`config.mk`:
```
export PLATFORM = sky130hd
export DESIGN_NAME = irq_gate
export DESIGN_NICKNAME = d
export VERILOG_FILES = /design/src/rtl/irq_gate_pkg.sv /design/src/rtl/irq_tick_gen.sv /design/src/rtl/irq_holdoff.sv /design/src/rtl/irq_gate_regs.sv /design/src/rtl/irq_gate.sv
export SDC_FILE = /design/constraint.sdc
export NUM_CORES = 1
export LEC_CHECK = 0
export BUFFER_PORTS_ARGS = -buffer_cell sky130_fd_sc_hd__buf_2
export CAP_MARGIN = 20
export CORE_MARGIN = 2
export CORE_UTILIZATION = 45
export CTS_CLUSTER_SIZE = 14
export DETAILED_ROUTE_END_ITERATION = 12
export GPL_ROUTABILITY_DRIVEN = 0
export PLACE_DENSITY = 0.75
export SYNTH_ARGS = -nofsm -noshare
export SYNTH_HDL_FRONTEND = slang
export SYNTH_SLANG_ARGS = --single-unit
```
`constraint.sdc`:
```
create_clock -name clk -period 3.22 [get_ports clk]
set_input_delay 0.322 -clock clk [delete_from_list [all_inputs] [get_ports clk]]
set_output_delay 0.322 -clock clk [all_outputs]
set_load 0.005 [all_outputs]
```
`src/rtl/irq_gate_pkg.sv`:
```
package irq_gate_pkg;
   localparam int unsigned REG_W      = 32;
   localparam int unsigned OFS_ENABLE = 0;
   localparam int unsigned OFS_HOLD   = 4;
endpackage

```
`src/rtl/irq_tick_gen.sv`:
```
module irq_tick_gen #(
   parameter int unsigned DIV = 10000
) (
   input  logic clk,
   input  logic rst_n,
   input  logic srst,
   input  logic run,
   input  logic restart,
   output logic tick
);
   generate
      if (DIV <= 1) begin : g_pass
         assign tick = run & ~restart;
      end else begin : g_div
         localparam int unsigned W = $clog2(DIV);
         localparam logic [W-1:0] LAST = W'(DIV - 1);
         logic [W-1:0] ctr;

         always_ff @(posedge clk or negedge rst_n) begin
            if (!rst_n)              ctr <= '0;
            else if (srst | restart) ctr <= '0;
            else if (run)            ctr <= (ctr == LAST) ? '0 : ctr + W'(1);
         end

         assign tick = run & ~restart & (ctr == LAST);

         // a prescaler of ratio two or more never ticks on two edges in a row
         p_tick_gap_r5: assert property (@(posedge clk) disable iff (!rst_n)
            tick |=> !tick);
      end
   endgenerate
endmodule

```
`src/rtl/irq_holdoff.sv`:
```
module irq_holdoff #(
   parameter int unsigned HOLD_W = 8
) (
   input  logic              clk,
   input  logic              rst_n,
   input  logic              srst,
   input  logic              load,
   input  logic [HOLD_W-1:0] load_val,
   input  logic              load_mode,
   input  logic              enable,
   input  logic              pending,
   input  logic              tick,
   output logic              restart,
   output logic              run,
   output logic              idle
);
   logic [HOLD_W-1:0] cnt;
   logic              waiting;
   logic              running;
   logic              start;

   always_comb begin
      start   = waiting & enable & pending & ~load;
      restart = load | start;
      run     = running & enable;
      idle    = (cnt == '0);
   end

   always_ff @(posedge clk or negedge rst_n) begin
      if (!rst_n) begin
         cnt <= '0; waiting <= 1'b0; running <= 1'b0;
      end else if (srst) begin
         cnt <= '0; waiting <= 1'b0; running <= 1'b0;
      end else if (load) begin
         cnt     <= load_val;
         running <= ~load_mode & (load_val != '0);
         waiting <=  load_mode & (load_val != '0);
      end else if (start) begin
         running <= 1'b1;
         waiting <= 1'b0;
      end else if (run && tick) begin
         cnt <= cnt - HOLD_W'(1);
         if (cnt == HOLD_W'(1)) running <= 1'b0;
      end
   end

   // a status read places the programmed count in the timer
   p_load_r4: assert property (@(posedge clk) disable iff (!rst_n)
      (load && !srst) |=> cnt == $past(load_val));
   // each step lowers the count by exactly one
   p_step_r4: assert property (@(posedge clk) disable iff (!rst_n)
      (!load && !srst && run && tick) |=> cnt == $past(cnt) - HOLD_W'(1));
   // without an enabled countdown the count holds
   p_frozen_r5: assert property (@(posedge clk) disable iff (!rst_n)
      (!load && !srst && !run) |=> $stable(cnt));
   // deferred mode keeps waiting until a pending source appears
   p_wait_r6: assert property (@(posedge clk) disable iff (!rst_n)
      (waiting && !pending && !load && !srst) |=> waiting);
endmodule

```
`src/rtl/irq_gate_regs.sv`:
```
module irq_gate_regs
   import irq_gate_pkg::*;
#(
   parameter int unsigned ADDR_W = 4,
   parameter int unsigned HOLD_W = 8
) (
   input  logic              clk,
   input  logic              rst_n,
   input  logic              srst,
   input  logic              wr_en,
   input  logic [ADDR_W-1:0] addr,
   input  logic [REG_W-1:0]  wdata,
   output logic [REG_W-1:0]  rdata,
   output logic              gate_en,
   output logic              hold_mode,
   output logic [HOLD_W-1:0] hold_count
);
   logic sel_en, sel_hold;

   assign sel_en   = (addr == ADDR_W'(OFS_ENABLE));
   assign sel_hold = (addr == ADDR_W'(OFS_HOLD));

   always_ff @(posedge clk or negedge rst_n) begin
      if (!rst_n) begin
         gate_en <= 1'b0; hold_mode <= 1'b0; hold_count <= '0;
      end else if (srst) begin
         gate_en <= 1'b0; hold_mode <= 1'b0; hold_count <= '0;
      end else if (wr_en) begin
         if (sel_en)   gate_en <= wdata[0];
         if (sel_hold) {hold_mode, hold_count} <= wdata[HOLD_W:0];
      end
   end

   always_comb begin
      rdata = '0;
      if (sel_en)        rdata[0]        = gate_en;
      else if (sel_hold) rdata[HOLD_W:0] = {hold_mode, hold_count};
   end

   // a soft reset leaves both registers cleared
   p_soft_clear_r8: assert property (@(posedge clk) disable iff (!rst_n)
      $past(srst) |-> (!gate_en && !hold_mode && hold_count == '0));
   // bits above the mode bit never read as one
   p_unused_zero_r3: assert property (@(posedge clk) disable iff (!rst_n)
      rdata[REG_W-1:HOLD_W+1] == '0);
endmodule

```
`src/rtl/irq_gate.sv`:
```
module irq_gate
   import irq_gate_pkg::*;
#(
   parameter int unsigned N_SRC    = 8,
   parameter int unsigned TICK_DIV = 10000,
   parameter int unsigned ADDR_W   = 4,
   parameter int unsigned HOLD_W   = 8
) (
   input  logic              clk,
   input  logic              rst_n,
   input  logic              soft_rst,
   input  logic              reg_wr,
   input  logic [ADDR_W-1:0] reg_addr,
   input  logic [31:0]       reg_wdata,
   output logic [31:0]       reg_rdata,
   input  logic              status_rd,
   input  logic [N_SRC-1:0]  irq_status,
   input  logic [N_SRC-1:0]  irq_mask,
   output logic              irq_out
);
   generate
      if (N_SRC < 1) begin : g_bad_src
         $error("irq_gate: N_SRC must be at least 1");
      end
      if (HOLD_W < 1 || HOLD_W > REG_W - 2) begin : g_bad_hold
         $error("irq_gate: HOLD_W must leave room for the mode bit");
      end
      if (ADDR_W < 3) begin : g_bad_addr
         $error("irq_gate: ADDR_W too narrow for the register offsets");
      end
   endgenerate

   logic              gate_en, hold_mode, pending;
   logic [HOLD_W-1:0] hold_count;
   logic              tick, restart, run, hold_idle;

   assign pending = |(irq_status & irq_mask);

   irq_gate_regs #(.ADDR_W(ADDR_W), .HOLD_W(HOLD_W)) u_regs (
      .clk(clk), .rst_n(rst_n), .srst(soft_rst), .wr_en(reg_wr),
      .addr(reg_addr), .wdata(reg_wdata), .rdata(reg_rdata),
      .gate_en(gate_en), .hold_mode(hold_mode), .hold_count(hold_count));

   irq_tick_gen #(.DIV(TICK_DIV)) u_tick (
      .clk(clk), .rst_n(rst_n), .srst(soft_rst), .run(run),
      .restart(restart), .tick(tick));

   irq_holdoff #(.HOLD_W(HOLD_W)) u_hold (
      .clk(clk), .rst_n(rst_n), .srst(soft_rst), .load(status_rd),
      .load_val(hold_count), .load_mode(hold_mode), .enable(gate_en),
      .pending(pending), .tick(tick), .restart(restart), .run(run),
      .idle(hold_idle));

   assign irq_out = gate_en & pending & hold_idle;

   // the enable bit cleared means a quiet line
   p_gate_r1: assert property (@(posedge clk) disable iff (!rst_n)
      !gate_en |-> !irq_out);
   // the line needs an unmasked pending source
   p_src_r2: assert property (@(posedge clk) disable iff (!rst_n)
      irq_out |-> (|(irq_status & irq_mask)));
   // a running holdoff keeps the line low
   p_hold_r4: assert property (@(posedge clk) disable iff (!rst_n)
      !hold_idle |-> !irq_out);
endmodule

```
==> results.toml <==
[outcome]
outcome = "complete, no violations"

[power]
p_sw_mw = 0.220
p_int_mw = 0.713
total_leakage_power_nw = 1.09
switching_share_pct = 23.6
ir_drop_uv = 244
combPwrFrac_pct = 9.6
clock_power_share_pct = 43.2
power_frac_seq_pct = 47.2
cellPowerDensity_mw_per_mm2 = 365

[grt]
track_usage_pct = 18.4
grt_pass1_wl_mm = 8.05
grt_pass1_vias = 1763
antenna_found_initial = 0
grt_max_degree = 35
grt-ovfl-total = 0

[sta]
hold_viol_final = 0
setup_viol_count_final = 0
max_freq_ghz = 0.458
setup_ws_ns = 1.04
drv_slew = 0
finalCritPeriodShare_pct = 67.8
skew_ns = 0.00752
setup_tns_ns = 0
rsz0062_at_grt = "false"
min_period_ns = 2.18
relSlewSlack_pct = 47.9
worstMarginPinSlew_ns = 0.782

[setup_path]
max_stage_delay_ns = 0.58
cpLargestDelayFamily = "simple AND/OR/NAND/NOR gates"
crit_path_start_kind = "register"
slowest_stage = "or4b_1"
path_max_fanout = 11
end_kind = "register"
crit_cells = 4
crit_chain = "or4b_1 > or4_4 > nand3_1 > nor2_1"
r2r_cells = 4
critPathKind = "reg -> reg"
arrival_ns = 2.34
critPathRequiredTime_ns = 3.37
cp.buffers_inverters = 0

[detailed_routing]
wl_per_cell_um = 13.1
drt-initial-drc-count = 102
drc = 0
dr.pass1.iters = 4
vias = 1957
routed_wl_mm = 4.78
avgViaCountPerCell = 5.38
antenna_left = 0

[synth]
syn_avg_cell_area_um2 = 8.84
synth-edff-count = 0
yosysTopAreaCellShare_pct = 37.3
ys_warn_count = 0
ys_types = 49
yosys_most_used_dff = "dfrtp_1"
ys_top_cells_by_area = "dfrtp_1 (37%), buf_4 (7.9%), a21oi_1 (5.0%), nand3_1 (4.8%), nand2_1 (3.8%)"
syn_inst = 258
yosys.area.top_type = "dfrtp_1"
synth_seq_area_share_pct = 37.3
ys_ff_latch = 34
async_reset_ff_share_pct = 100
syn_area_mm2 = 0.00228

[cells_and_area]
nNetsFinal = 357
diodes = 0
drive_gt1_share_pct = 22.2
area_growth_pct = 12.0
layoutNonFillerInstCount = 364

[placement]
dp.cells = 357
io_buffer_count = 43
place_hpwl_mm = 3.47
place_ws_ns = 1.06

[cts]
clk_path_buf_depth = 2
root_buffer = "clkbuf_8"
cts-buffers-inserted = 5
postCtsSetupBuffers = 0
cts_tree = "built"
numClockSinks = 34
ctsResizeCount = 0
htree_num_levels = 2
clock_latency_ns = 0.29
cts_hold_buf = 0
path_clk_slew_ns = 0.07

[floorplanning]
die_x_um = 75.2
rows = 25
initial_core_util_pct = 47.3
io_pins = 90
core-area_mm2 = 0.00482
die-area_mm2 = 0.00565
die_h_um = 75.2

[hold_path]
min_path_type = "in -> async"

[flow_run]
maxCapViolCount = 0
per-stage QoR:
step	hold slack [ns]	total power, mW	area (um^2)	util [%]
6_report	0.111	0.933	2550	53.0
4_1_cts	0.134	0.941	2550	53.0
3_3_place_gp	0.435	0.536	2440	50.7
2_1_floorplan	0.0264	0.520	2360	-
5_1_grt	0.175	0.974	2550	53.0
3_5_place_dp	0.444	0.538	2440	50.7
state kept, by name, summed over array words and instances (netlist names):
name               flops
u_hold.cnt             8
u_hold.running         1
u_hold.waiting         1
u_regs.gate_en         1
u_regs.hold_count      8
u_regs.hold_mode       1
u_tick.g_div.ctr      14
layer usage:
layer  part of all wire (%)  up-vias  track usage (%)
li1                       -      972                -
met1                     45      930             24.7
met2                     50       50             30.1
met3                    4.4        5             4.02
met4                   0.96        0             5.26
met5                      0        -                0
cells in the mapped netlist (all sizes together), types with 2 or more instances:
library cell	n
a21oi	27
dfrtp	34
and2	9
o21ai	9
a211oi	8
and3	4
nand3b	2
ha	3
inv	6
nand2	23
nor4b	2
or4	3
nor3b	3
nor2	13
a22oi	4
nand3	22
xnor2	6
or3	10
clkbuf	8
o31ai	2
nor4	5
nand4	7
buf	26
nor3	5
cell usage in the layout, fill, tap and decap left out, types with 6 or more instances in the layout:
cell type	n
a21oi_1	23
or3_1	10
xnor2_1	6
and2_1	9
a211oi_1	8
clkbuf_8	6
conb_1	23
nand3_1	22
buf_2	43
o21ai_0	8
dfrtp_1	34
nand2_1	23
nand4_1	7
nor2_1	13
logic make-up after synthesis:
| family | Yosys count | synth area share [%] |
|---|---|---|
| AO/OA/AOI/OAI | 57 | 17.3 |
| buffers and inverters | 40 | 11.0 |
| flip-flops | 34 | 37.3 |
| AND/OR/NAND/NOR | 115 | 29.4 |
| adder cells (fa/ha/maj) | 3 | 1.65 |
| other | 1 | 0.164 |
| multiplexers | 1 | 0.439 |
| XOR/XNOR | 7 | 2.69 |
power groups by stage:
stage | Combinational (mW) | Sequential (mW) | Clock, mW
global route | 0.101 | 0.442 | 0.431
CTS | 0.0896 | 0.441 | 0.410
floorplan | 0.0734 | 0.447 | 0
global placement | 0.0871 | 0.449 | 0
finish | 0.0892 | 0.441 | 0.403
detailed placement | 0.0889 | 0.449 | 0
area by class of cell:
cell class,count,area (um^2)
clock buffer,6,82.6
clock inverter,1,30.0
fill,454,2260
inverter,6,22.5
multi-input combinational,206,1260
sequential,34,851
tap,67,83.8
timing repair buffer,44,223
worst paths after layout:
path                                     start              endpoint  slack (ns)
setup / recovery           u_tick.g_div.ctr[7]  u_tick.g_div.ctr[10]        1.04
hold / removal                           rst_n        u_hold.running        0.11
setup reg to reg           u_tick.g_div.ctr[7]  u_tick.g_div.ctr[10]        1.04
hold reg to reg            u_tick.g_div.ctr[1]   u_tick.g_div.ctr[1]        0.56
max in group asynchronous                rst_n  u_tick.g_div.ctr[12]        2.61
min in group clk                  reg_wdata[6]  u_regs.hold_count[6]        0.27
(Power assumes the default switching activity.)
